<file path="config.mk">
export PLATFORM = sky130hd
export DESIGN_NAME = burst_addr_gen
export DESIGN_NICKNAME = d
export VERILOG_FILES = /design/src/rtl/bag_pkg.sv /design/src/rtl/bag_load_reg.sv /design/src/rtl/bag_beat_ctr.sv /design/src/rtl/bag_order_map.sv /design/src/rtl/burst_addr_gen.sv
export SDC_FILE = /design/constraint.sdc
export NUM_CORES = 1
export LEC_CHECK = 0
export ABC_AREA = 1
export BUFFER_PORTS_ARGS = -buffer_cell sky130_fd_sc_hd__buf_2
export CORE_ASPECT_RATIO = 0.9
export CORE_MARGIN = 5
export CORE_UTILIZATION = 55
export DETAILED_ROUTE_END_ITERATION = 8
export GPL_ROUTABILITY_DRIVEN = 0
export PLACE_DENSITY = 0.87
export SLEW_MARGIN = 15
export SYNTH_ARGS = -nofsm -noshare
export SYNTH_HDL_FRONTEND = slang
export SYNTH_HIERARCHICAL = 1
export SYNTH_SLANG_ARGS = --single-unit
</file>
<file path="constraint.sdc">
create_clock -name clk -period 2 [get_ports clk]
set_input_delay 0.4 -clock clk [delete_from_list [all_inputs] [get_ports clk]]
set_output_delay 0.4 -clock clk [all_outputs]
set_load 0.02 [all_outputs]
</file>
<file path="src/rtl/bag_pkg.sv">
package bag_pkg;
  typedef logic [1:0] beat_t;

  typedef enum logic {
    ORD_LINEAR = 1'b0,
    ORD_XOR    = 1'b1
  } order_e;

  // low address bits for a given start value and beat count
  function automatic beat_t bag_low(input beat_t start, input beat_t cnt, input order_e ord);
    if (ord == ORD_XOR) return start ^ cnt;
    return beat_t'(start + cnt);
  endfunction
endpackage

</file>
<file path="src/rtl/bag_load_reg.sv">
module bag_load_reg #(
  parameter int ADDR_W = 16
) (
  input  logic                clk,
  input  logic                rst,
  input  logic                load,
  input  logic [ADDR_W-1:0]   addr_in,
  output logic [ADDR_W-1:2]   upper_d,
  output bag_pkg::beat_t      start_d
);
  logic [ADDR_W-1:2] upper_q;
  bag_pkg::beat_t    start_q;

  always_comb begin
    upper_d = load ? addr_in[ADDR_W-1:2] : upper_q;
    start_d = load ? addr_in[1:0]        : start_q;
  end

  always_ff @(posedge clk) begin
    if (rst) begin
      upper_q <= '0;
      start_q <= '0;
    end else begin
      upper_q <= upper_d;
      start_q <= start_d;
    end
  end

  // the captured start must not move without a load
  assert_start_held_R8: assert property (@(posedge clk) disable iff (rst)
    !load |=> start_q == $past(start_q));
endmodule

</file>
<file path="src/rtl/bag_beat_ctr.sv">
module bag_beat_ctr (
  input  logic           clk,
  input  logic           rst,
  input  logic           load,
  input  logic           step,
  output bag_pkg::beat_t beat_d,
  output bag_pkg::beat_t beat_q
);
  always_comb begin
    if (load)      beat_d = '0;
    else if (step) beat_d = bag_pkg::beat_t'(beat_q + 2'd1);
    else           beat_d = beat_q;
  end

  always_ff @(posedge clk) begin
    if (rst) beat_q <= '0;
    else     beat_q <= beat_d;
  end

  assert_beat_clear_R2: assert property (@(posedge clk) disable iff (rst)
    load |=> beat_q == 2'd0);
  assert_beat_wrap_R6: assert property (@(posedge clk) disable iff (rst)
    (!load && step && beat_q == 2'd3) |=> beat_q == 2'd0);
endmodule

</file>
<file path="src/rtl/bag_order_map.sv">
module bag_order_map (
  input  bag_pkg::order_e ord,
  input  bag_pkg::beat_t  start,
  input  bag_pkg::beat_t  cnt,
  output bag_pkg::beat_t  low
);
  always_comb low = bag_pkg::bag_low(start, cnt, ord);
endmodule

</file>
<file path="src/rtl/burst_addr_gen.sv">
module burst_addr_gen #(
  parameter int ADDR_W = 16
) (
  input  logic              clk,
  input  logic              rst,
  input  logic              strobe_a_n,
  input  logic              strobe_b_n,
  input  logic              adv_n,
  input  logic              order_il,
  input  logic [ADDR_W-1:0] addr_in,
  output logic [ADDR_W-1:0] addr_out,
  output logic [1:0]        beat
);
  localparam int UPPER_W = ADDR_W - 2;

  logic               load, step;
  logic [UPPER_W-1:0] upper_d;
  bag_pkg::beat_t     start_d, beat_d, beat_q, low_d;
  bag_pkg::order_e    ord;

  always_comb begin
    load = !strobe_a_n || !strobe_b_n;
    step = !adv_n && !load;
    ord  = bag_pkg::order_e'(order_il);
  end

  bag_load_reg #(.ADDR_W(ADDR_W)) u_load (
    .clk(clk), .rst(rst), .load(load), .addr_in(addr_in),
    .upper_d(upper_d), .start_d(start_d)
  );

  bag_beat_ctr u_ctr (
    .clk(clk), .rst(rst), .load(load), .step(step),
    .beat_d(beat_d), .beat_q(beat_q)
  );

  bag_order_map u_map (
    .ord(ord), .start(start_d), .cnt(beat_d), .low(low_d)
  );

  always_ff @(posedge clk) begin
    if (rst) addr_out <= '0;
    else     addr_out <= {upper_d, low_d};
  end

  assign beat = beat_q;

  assert_reset_R1: assert property (@(posedge clk)
    rst |=> (addr_out == '0 && beat == 2'd0));
  assert_load_R2: assert property (@(posedge clk) disable iff (rst)
    load |=> addr_out == $past(addr_in));
  assert_load_wins_R3: assert property (@(posedge clk) disable iff (rst)
    (load && !adv_n) |=> beat == 2'd0);
  assert_linear_step_R4: assert property (@(posedge clk) disable iff (rst)
    (!load && !adv_n && !order_il) |=> addr_out[1:0] == 2'($past(addr_out[1:0]) + 2'd1));
  assert_xor_step_R5: assert property (@(posedge clk) disable iff (rst)
    (!load && !adv_n && order_il) |=> (addr_out[1:0] ^ $past(addr_out[1:0])) == (beat ^ $past(beat)));
  assert_beat_step_R6: assert property (@(posedge clk) disable iff (rst)
    (!load && !adv_n) |=> beat == 2'($past(beat) + 2'd1));
  assert_hold_R7: assert property (@(posedge clk) disable iff (rst)
    (!load && adv_n) |=> ($stable(addr_out) && $stable(beat)));
  assert_upper_fixed_R8: assert property (@(posedge clk) disable iff (rst)
    !load |=> addr_out[ADDR_W-1:2] == $past(addr_out[ADDR_W-1:2]));
endmodule

</file>
==> impl_metrics.csv, run 1 <==
group,metric,value,unit
detailed_routing,drt-total-wl,2.40,mm
clocking,root_buffer,"clkbuf_4",
finish,final_cell_count_no_fill,286,
floorplan,coreArea,2700,µm²
setup_path,worst-path-stages,13,
logic_synthesis,syn_nets,238,
setup_path,crit_family,"simple AND/OR/NAND/NOR gates",
power,fin_total_pwr,1290,µW
grt,grt_pass1_vias,1039,
floorplan,num_rows,18,
setup_path,crit_chain,"buf_2 -> nand2_1 -> nor2_1 -> nand2_1 -> nand2_1 -> nor2_1 -> ha_1 -> nand2_1 -> nand3_1 -> nand2_1 -> inv_1 -> inv_1 -> nor2_1",
timing,fmax,0.717,GHz
logic_synthesis,yosys_register_bits,34,
setup_path,worst-path-max-fanout,5,
placement,io_buffers,39,
floorplan,io_pins,40,
floorplan,die_x,65.4,µm
setup_path,crit_end,"addr_out[1]",
clocking,cts_made_buffers,5,
grt,antenna_found_initial,0,
finish,finish.instance_area,1750,µm²
setup_path,r2r_setup_slack,0.77,ns
min_path,min_path_type,"input port to register",
power,clock_power_share,0.257,
setup_path,cp_data_required_time,2.20,ns
power,share_comb_of_total_power,0.174,
grt,grt_pass1_wl,4.08,mm
floorplan,die_area,3920,µm²
clocking,ctsHoldBuffers,0,
min_path,hold_path_depth,5,
clocking,clk_pin_slew,0.09,ns
setup_path,path_class,"input port to register",
setup_path,cp-end-kind,"register",
clocking,h-tree-depth,2,
logic_synthesis,syn_area_per_cell,7.07,µm²
run,cap_violations,0,
power,p_seq_frac,0.569,
timing,setup_viol,0,
clocking,cts_buffer_depth,2,
power,p_leak,0.00109,µW
power,cellPowerDensity,737,nW/µm²
timing,holdWs,0.389,ns
detailed_routing,via_count,1204,
setup_path,crit_start,"strobe_a_n",
timing,worst_slew_pin_slew,0.396,ns
power,switching_power,350,µW
grt,grt_max_degree,19,
detailed_routing,first_pass_iters,4,
setup_path,crit_buf_inv,3,
setup_path,critPathSlowestCell,"nor2_1",
detailed_routing,initialDrtViolationCount,61,
placement,dp.cells,279,
timing,min_period,1.39,ns
grt,grt_overflow,0,
power,swShare,0.271,
clocking,clock-sinks,34,
power,internal_power,939,µW
setup_path,r2r_end,"addr_out[1]",
setup_path,r2r-start,"u_ctr/beat_q[0]",
finish,nets,279,
placement,postPlaceCellArea,1700,µm²
clocking,post_cts_resized,0,
floorplan,die-height,59.9,µm
finish,area_growth,15.1,%
setup_path,worstSetupStartpointType,"input port",
setup_path,cp_slowest_stage_delay,0.23,ns
detailed_routing,ant_nets,0,
floorplan,start_util,0.563,
setup_path,cp.arrival,1.60,ns
logic_synthesis,ys_warn_count,6,
setup_path,cp_common_cell,"nand2_1",
placement,dp_hpwl,1.78,mm
logic_synthesis,ys_types,15,
timing,slew_headroom,0.736,
clocking,cts_setup_buffers,0,
power,vdd_drop_max,0.000467,V
finish,antenna_cells,0,
timing,finClkSkew,0.00385,ns
logic_synthesis,syn_area,1520,µm²
timing,maxSlewViolCount,0,
setup_path,r2r_cells,11,
clocking,cts_tree,"built",
timing,rsz0062_at_grt,"no",
logic_synthesis,syn_inst,215,
grt,grt.total_usage,0.139,
clocking,clk_latency,0.31,ns
detailed_routing,drc_errors,0,
timing,fin_setup_tns,0,ns
finish,drive_gt1_frac,0.320,
logic_synthesis,ys_seq_area_frac,0.448,
timing,hold_violations,0,
detailed_routing,routed_via_density,4.21,
timing,post-route-period-util,0.697,
detailed_routing,wl_per_cell,8.37,µm
outcome,status,"finished clean",
-- power groups by stage --
stage / registers (µW) / clock network [µW] / logic [µW]
after floorplan: 780 / 0 / 141
after global placement: 748 / 0 / 222
after detailed placement: 750 / 0 / 227
after CTS: 734 / 344 / 228
after global routing: 739 / 378 / 254
final: 734 / 331 / 224
-- Yosys cell counts (all sizes together) --
library cell   n  share of area
inv           73           0.18
nand2         58           0.18
nor2          37           0.11
dfxtp         34           0.45
buf            6          0.047
nand3          4          0.016
clkbuf         1         0.0033
ha             1         0.0082
nor3           1         0.0033
-- cells by family (layout without fill, tap and decap cells) --
group,after synthesis,in the layout,synth area share
simple gates,100,100,0.310
fa+ha+maj,1,1,0.00823
buf+inv,80,121,0.234
flops,34,34,0.448
-- stage by stage --
stage               worst slack, ns  utilization
finish                        0.606        0.647
global route                  0.485        0.647
CTS                           0.639        0.647
detailed placement            0.288        0.631
global placement              0.361        0.631
floorplan                     0.509            -
-- worst min-delay path, cell delays in order --
cell and delay (ns):
buf_2 0.07, inv_1 0.03, nand2_1 0.06, nand2_2 0.06
nor2_2 0.06
-- sequential cells by signal, summed over array words and instances (netlist names) --
| name | count |
|---|---|
| addr_out | 16 |
| u_ctr/beat_q | 2 |
| u_load/start_q | 2 |
| u_load/upper_q | 14 |
-- layout make-up --
cell class	instances	area [µm²]
inverters	73	279
clock buffers	7	45.0
multi-input cells	101	484
repair buffers	41	223
flip-flops and latches	34	681
well taps	30	37.5
fillers	243	953
-- routing by layer --
metal | up-vias | track usage | part of all wire
met5 | - | 0 | 0
met3 | 7 | 0.0470 | 0.068
met4 | 0 | 0.0799 | 0.028
met2 | 37 | 0.238 | 0.47
li1 | 656 | - | -
met1 | 504 | 0.149 | 0.43
-- worst min-delay path by stage --
| stage | start | end | slack (ns) |
|---|---|---|---|
| 2_1_floorplan | rst | u_ctr/beat_q[1] | 0.47 |
| 3_3_place_gp | u_load/start_q[0] | u_load/start_q[0] | 0.51 |
| 3_5_place_dp | u_load/start_q[0] | u_load/start_q[0] | 0.52 |
| 4_1_cts | addr_in[9] | u_load/upper_q[9] | 0.38 |
| 5_1_grt | addr_in[13] | u_load/upper_q[13] | 0.39 |
| 6_report | addr_in[8] | u_load/upper_q[8] | 0.39 |
-- cell usage in the layout, fill, tap and decap left out, types with 2 or more instances in the layout --
master     n
inv_1     72
buf_2     39
nand2_1   38
dfxtp_1   34
nor2_1    23
nand2_2   20
nor2_2    14
clkbuf_4   5
nand3_1    3
clkbuf_1   2
No activity file was read; power rests on OpenSTA's default activity.
==> run 2, diff against run 1 <==
Settings changed: CORE_UTILIZATION 55 to 52, PLACE_DENSITY 0.87 to 0.83.
Clock period 2 ns to 1.3 ns, I/O delays scaled along.
==> impl_metrics.csv, run 2 (synthesis results as in run 1) <==
group,metric,value,unit
timing,finClkSkew,0.00617,ns
clocking,cts_made_buffers,5,
timing,hold_violations,0,
clocking,cts_buffer_depth,2,
detailed_routing,first_pass_iters,4,
floorplan,io_pins,40,
finish,reg_top3,"addr_out x16, u_load/upper_q x14",
placement,postPlaceCellArea,1780,µm²
min_path,hold-path-endpoint,"u_ctr/beat_q[1]",
finish,drive_gt1_frac,0.377,
grt,grt.total_usage,0.144,
finish,antenna_cells,0,
setup_path,cp-end-kind,"register",
outcome,status,"finished clean",
run,cap_violations,0,
floorplan,start_util,0.549,
detailed_routing,ant_nets,0,
timing,post-route-period-util,0.952,
min_path,min_path_type,"input port to register",
timing,setup_viol,0,
setup_path,worst-path-max-fanout,4,
power,p_leak,0.00114,µW
floorplan,num_rows,18,
setup_path,worstSetupStartpointType,"register",
setup_path,r2r-start,"u_ctr/beat_q[0]",
floorplan,coreArea,2770,µm²
setup_path,cp.arrival,1.46,ns
min_path,hp-start,"rst",
detailed_routing,via_count,1224,
setup_path,cp_data_required_time,1.53,ns
power,fin_total_pwr,2090,µW
finish,nets,287,
clocking,clk_pin_slew,0.09,ns
clocking,clk_latency,0.33,ns
detailed_routing,initialDrtViolationCount,49,
timing,worst_slack,0.0630,ns
finish,largest-register,"addr_out",
finish,finish.instance_area,1850,µm²
grt,grt_pass1_wl,4.30,mm
setup_path,r2r_setup_slack,0.06,ns
detailed_routing,drc_errors,0,
clocking,ctsHoldBuffers,0,
min_path,hold_path_depth,2,
grt,grt_pass1_vias,1139,
timing,maxSlewViolCount,0,
timing,fin_setup_tns,0,ns
floorplan,die-height,61.3,µm
floorplan,die_area,4110,µm²
placement,dp_hpwl,2.01,mm
clocking,cts_tree,"built",
grt,antenna_found_initial,0,
finish,final_common_cell,"inv_1",
detailed_routing,drt-total-wl,2.59,mm
clocking,cts_setup_buffers,0,
setup_path,path_class,"register to register",
finish,largest_reg_flops,16,
timing,fmax,0.808,GHz
detailed_routing,routed_via_density,4.01,
timing,worst_slew_pin_slew,0.238,ns
setup_path,r2r_cells,11,
floorplan,die_x,67.0,µm
finish,area_growth,21.9,%
power,vdd_drop_max,0.000741,V
detailed_routing,wl_per_cell,8.49,µm
power,cellPowerDensity,1130,nW/µm²
clocking,root_buffer,"clkbuf_4",
finish,most-common-layout-cells,"71 x inv_1, 39 x buf_2, 35 x nand2_1",
finish,final_util,0.669,
grt,grt_max_degree,17,
clocking,h-tree-depth,2,
timing,slew_headroom,0.841,
placement,post-place-ws,-0.159,ns
placement,io_buffers,39,
clocking,post_cts_resized,0,
clocking,clock-sinks,34,
timing,min_period,1.24,ns
finish,nFillCells,255,
setup_path,r2r_end,"addr_out[1]",
grt,grt_overflow,0,
run 2: changes by cell type in the layout (fill, tap and decap cells not counted), moves of 2 or more:
cell / previous run / this run
buf_4: 1 / 9
nand2_2: 20 / 23
nand2_1: 38 / 35
nor2_1: 23 / 21
nor2_2: 14 / 16
run 2: worst max-delay path, stage by stage (launching register included):
cell and delay, ns:
dfxtp_2 0.35, nand2_2 0.07, nand2_2 0.06, nor2_2 0.11, ha_2 0.19, inv_2 0.04
nor2_2 0.09, nand3_1 0.07, nand2_1 0.06, inv_1 0.03, inv_1 0.04, nor2_1 0.03
run 2: how the worst max path moves through the flow:
stage | slack [ns] | end | cells past startpoint | start
floorplan | -0.01 | addr_out[1] | 14 | strobe_a_n
global placement | -0.1 | addr_out[1] | 14 | strobe_a_n
detailed placement | -0.16 | addr_out[1] | 14 | strobe_a_n
CTS | 0.06 | addr_out[1] | 11 | u_ctr/beat_q[0]
global route | -0.04 | addr_out[1] | 11 | u_ctr/beat_q[0]
finish | 0.06 | addr_out[1] | 11 | u_ctr/beat_q[0]
run 2: report_power, final:
| part | internal [µW] | switching, µW | total [µW] | leakage [µW] |
|---|---|---|---|---|
| Sequential | 1110 | 17.1 | 1130 | 0.000283 |
| Clock | 262 | 329 | 591 | 0.0000353 |
| Combinational | 144 | 221 | 366 | 0.000818 |
| Total | 1520 | 568 | 2090 | 0.00114 |
run 2: cell type report:
type	count	area [µm²]	area share
Multi-Input combinational cell	101	499	0.269
Timing Repair Buffer	49	283	0.153
Clock inverter	1	5.00	0.00270
Sequential cell	34	682	0.368
Clock buffer	7	55.1	0.0297
Tap cell	40	50.0	0.0270
Inverter	73	279	0.151
run 2: per-layer routing:
metal / track usage / part of all wire
met4: 0.0954 / 0.024
met3: 0.0420 / 0.054
met1: 0.144 / 0.42
met2: 0.261 / 0.51
met5: 0 / 0
run 2: per-stage QoR:
step	hold WS (ns)	cells
floorplan	0.327	215
global placement	0.475	297
detailed placement	0.479	297
CTS	0.112	305
global route	0.115	305
finish	0.131	305
==> run 3, diff against run 2 <==
Settings changed: BUFFER_PORTS_ARGS -buffer_cell sky130_fd_sc_hd__buf_2 to -buffer_cell sky130_fd_sc_hd__buf_4.
==> impl_metrics.csv, run 3 (synthesis results as in run 1) <==
group,metric,value,unit
outcome,status,"finished clean",
finish,finish.instance_area,1960,µm²
placement,postPlaceCellArea,1880,µm²
detailed_routing,routed_via_density,4.06,
finish,reg_top3,"addr_out x16, u_load/upper_q x14",
grt,grt_overflow,0,
clocking,clock-sinks,34,
grt,grt_max_degree,35,
placement,post-place-ws,-0.177,ns
setup_path,worstSetupStartpointType,"register",
power,vdd_drop_max,0.000690,V
clocking,clk_pin_slew,0.10,ns
detailed_routing,first_pass_iters,4,
detailed_routing,drt-total-wl,2.60,mm
clocking,cts_made_buffers,5,
detailed_routing,drc_errors,0,
finish,antenna_cells,0,
finish,most-common-layout-cells,"71 x inv_1, 48 x buf_4, 35 x nand2_1",
detailed_routing,via_count,1237,
placement,io_buffers,39,
min_path,min_path_type,"input port to register",
power,switching_power,564,µW
timing,post-route-period-util,0.954,
power,share_comb_of_total_power,0.191,
grt,grt_pass1_wl,4.37,mm
floorplan,coreArea,2770,µm²
timing,finClkSkew,0.00826,ns
timing,min_period,1.24,ns
setup_path,cp_slowest_stage_delay,0.37,ns
timing,rsz0062_at_grt,"yes",
timing,setup_viol,0,
detailed_routing,wl_per_cell,8.53,µm
grt,grt.total_usage,0.145,
finish,nets,287,
finish,nFillCells,232,
power,internal_power,1550,µW
finish,drive_gt1_frac,0.374,
setup_path,path_class,"register to register",
clocking,clk_latency,0.32,ns
run,cap_violations,0,
floorplan,die-height,61.3,µm
setup_path,crit_chain,"nand2_4 -> nand2_2 -> nor2_2 -> ha_2 -> inv_2 -> nor2_1 -> nand3_1 -> nand2_1 -> inv_1 -> inv_1 -> nor2_1",
finish,final_util,0.706,
power,cellPowerDensity,1080,nW/µm²
detailed_routing,initialDrtViolationCount,25,
floorplan,die_area,4110,µm²
clocking,ctsHoldBuffers,0,
clocking,root_buffer,"clkbuf_4",
floorplan,start_util,0.549,
timing,hold_violations,0,
setup_path,worst-path-max-fanout,4,
timing,fmax,0.807,GHz
power,clock_power_share,0.275,
clocking,h-tree-depth,2,
finish,largest_reg_flops,16,
power,swShare,0.266,
setup_path,cp.arrival,1.45,ns
clocking,cts_buffer_depth,2,
timing,fin_setup_tns,0,ns
setup_path,cp_data_required_time,1.51,ns
setup_path,critPathSlowestCell,"dfxtp_4",
setup_path,cp-end-kind,"register",
finish,largest-register,"addr_out",
timing,maxSlewViolCount,0,
floorplan,num_rows,18,
finish,multi_input_area,502,µm²
timing,worst_slew_pin_slew,0.417,ns
power,p_leak,0.00117,µW
detailed_routing,ant_nets,0,
clocking,cts_tree,"built",
floorplan,die_x,67.0,µm
timing,worst_slack,0.0603,ns
power,fin_total_pwr,2120,µW
finish,seq_area,684,µm²
finish,area_growth,28.6,%
placement,dp_hpwl,1.94,mm
floorplan,io_pins,40,
power,p_seq_frac,0.533,
grt,antenna_found_initial,0,
grt,grt_pass1_vias,1184,
timing,slew_headroom,0.722,
finish,final_common_cell,"inv_1",
-- run 3: cell counts in the layout (fill, tap and decap cells not counted) --
Identical to the previous run, type by type.
-- run 3: final timing paths --
kind                                        start           endpoint  slack, ns  depth (start not counted)
worst min-delay path                   addr_in[6]  u_load/upper_q[6]       0.24                          5
worst min register to register  u_load/upper_q[9]  u_load/upper_q[9]       0.53                          4
worst max-delay path              u_ctr/beat_q[0]        addr_out[1]       0.06                         11
worst max register to register    u_ctr/beat_q[0]        addr_out[1]       0.06                         11
-- run 3: routing by layer --
layer / GRT usage / wire length (µm) / vias to the layer above / part of all wire
met5: 0 / 0 / - / 0
met4: 0.0867 / 59 / 0 / 0.023
met3: 0.0456 / 137 / 7 / 0.053
met2: 0.257 / 1260 / 29 / 0.48
met1: 0.152 / 1140 / 526 / 0.44
li1: - / - / 675 / -
-- run 3: final cells by class --
class | count | share of cell area
sequential | 34 | 0.350
multi-input combinational | 101 | 0.257
timing repair buffer | 49 | 0.194
inverter | 73 | 0.143
clock buffer | 7 | 0.0282
tap | 40 | 0.0256
clock inverter | 1 | 0.00256
-- run 3: metrics by stage --
step           hold slack [ns]  cells
2_1_floorplan            0.327    215
3_3_place_gp             0.507    297
3_5_place_dp             0.519    297
4_1_cts                  0.232    305
5_1_grt                  0.248    305
6_report                 0.240    305
-- run 3: what timing repair did --
item                                    CTS  global route
buffers inserted                          0             0
endpoints found under the setup margin    0             1
gates resized for setup                   0             7
-- run 3: critical path: cells and delay by family (launching register included) --
family                   cells  cell delay (ns)
adder cells (fa/ha/maj)      1             0.19
buffers and inverters        3             0.10
flip-flops                   1             0.37
AND/OR/NAND/NOR              7             0.47
-- run 3: power groups by stage --
stage / sequential [µW] / clock [µW] / combinational, µW
after floorplan: 1200 / 0 / 218
after global placement: 1150 / 0 / 397
after detailed placement: 1160 / 0 / 406
after CTS: 1130 / 609 / 409
after global routing: 1140 / 660 / 452
final: 1130 / 583 / 405
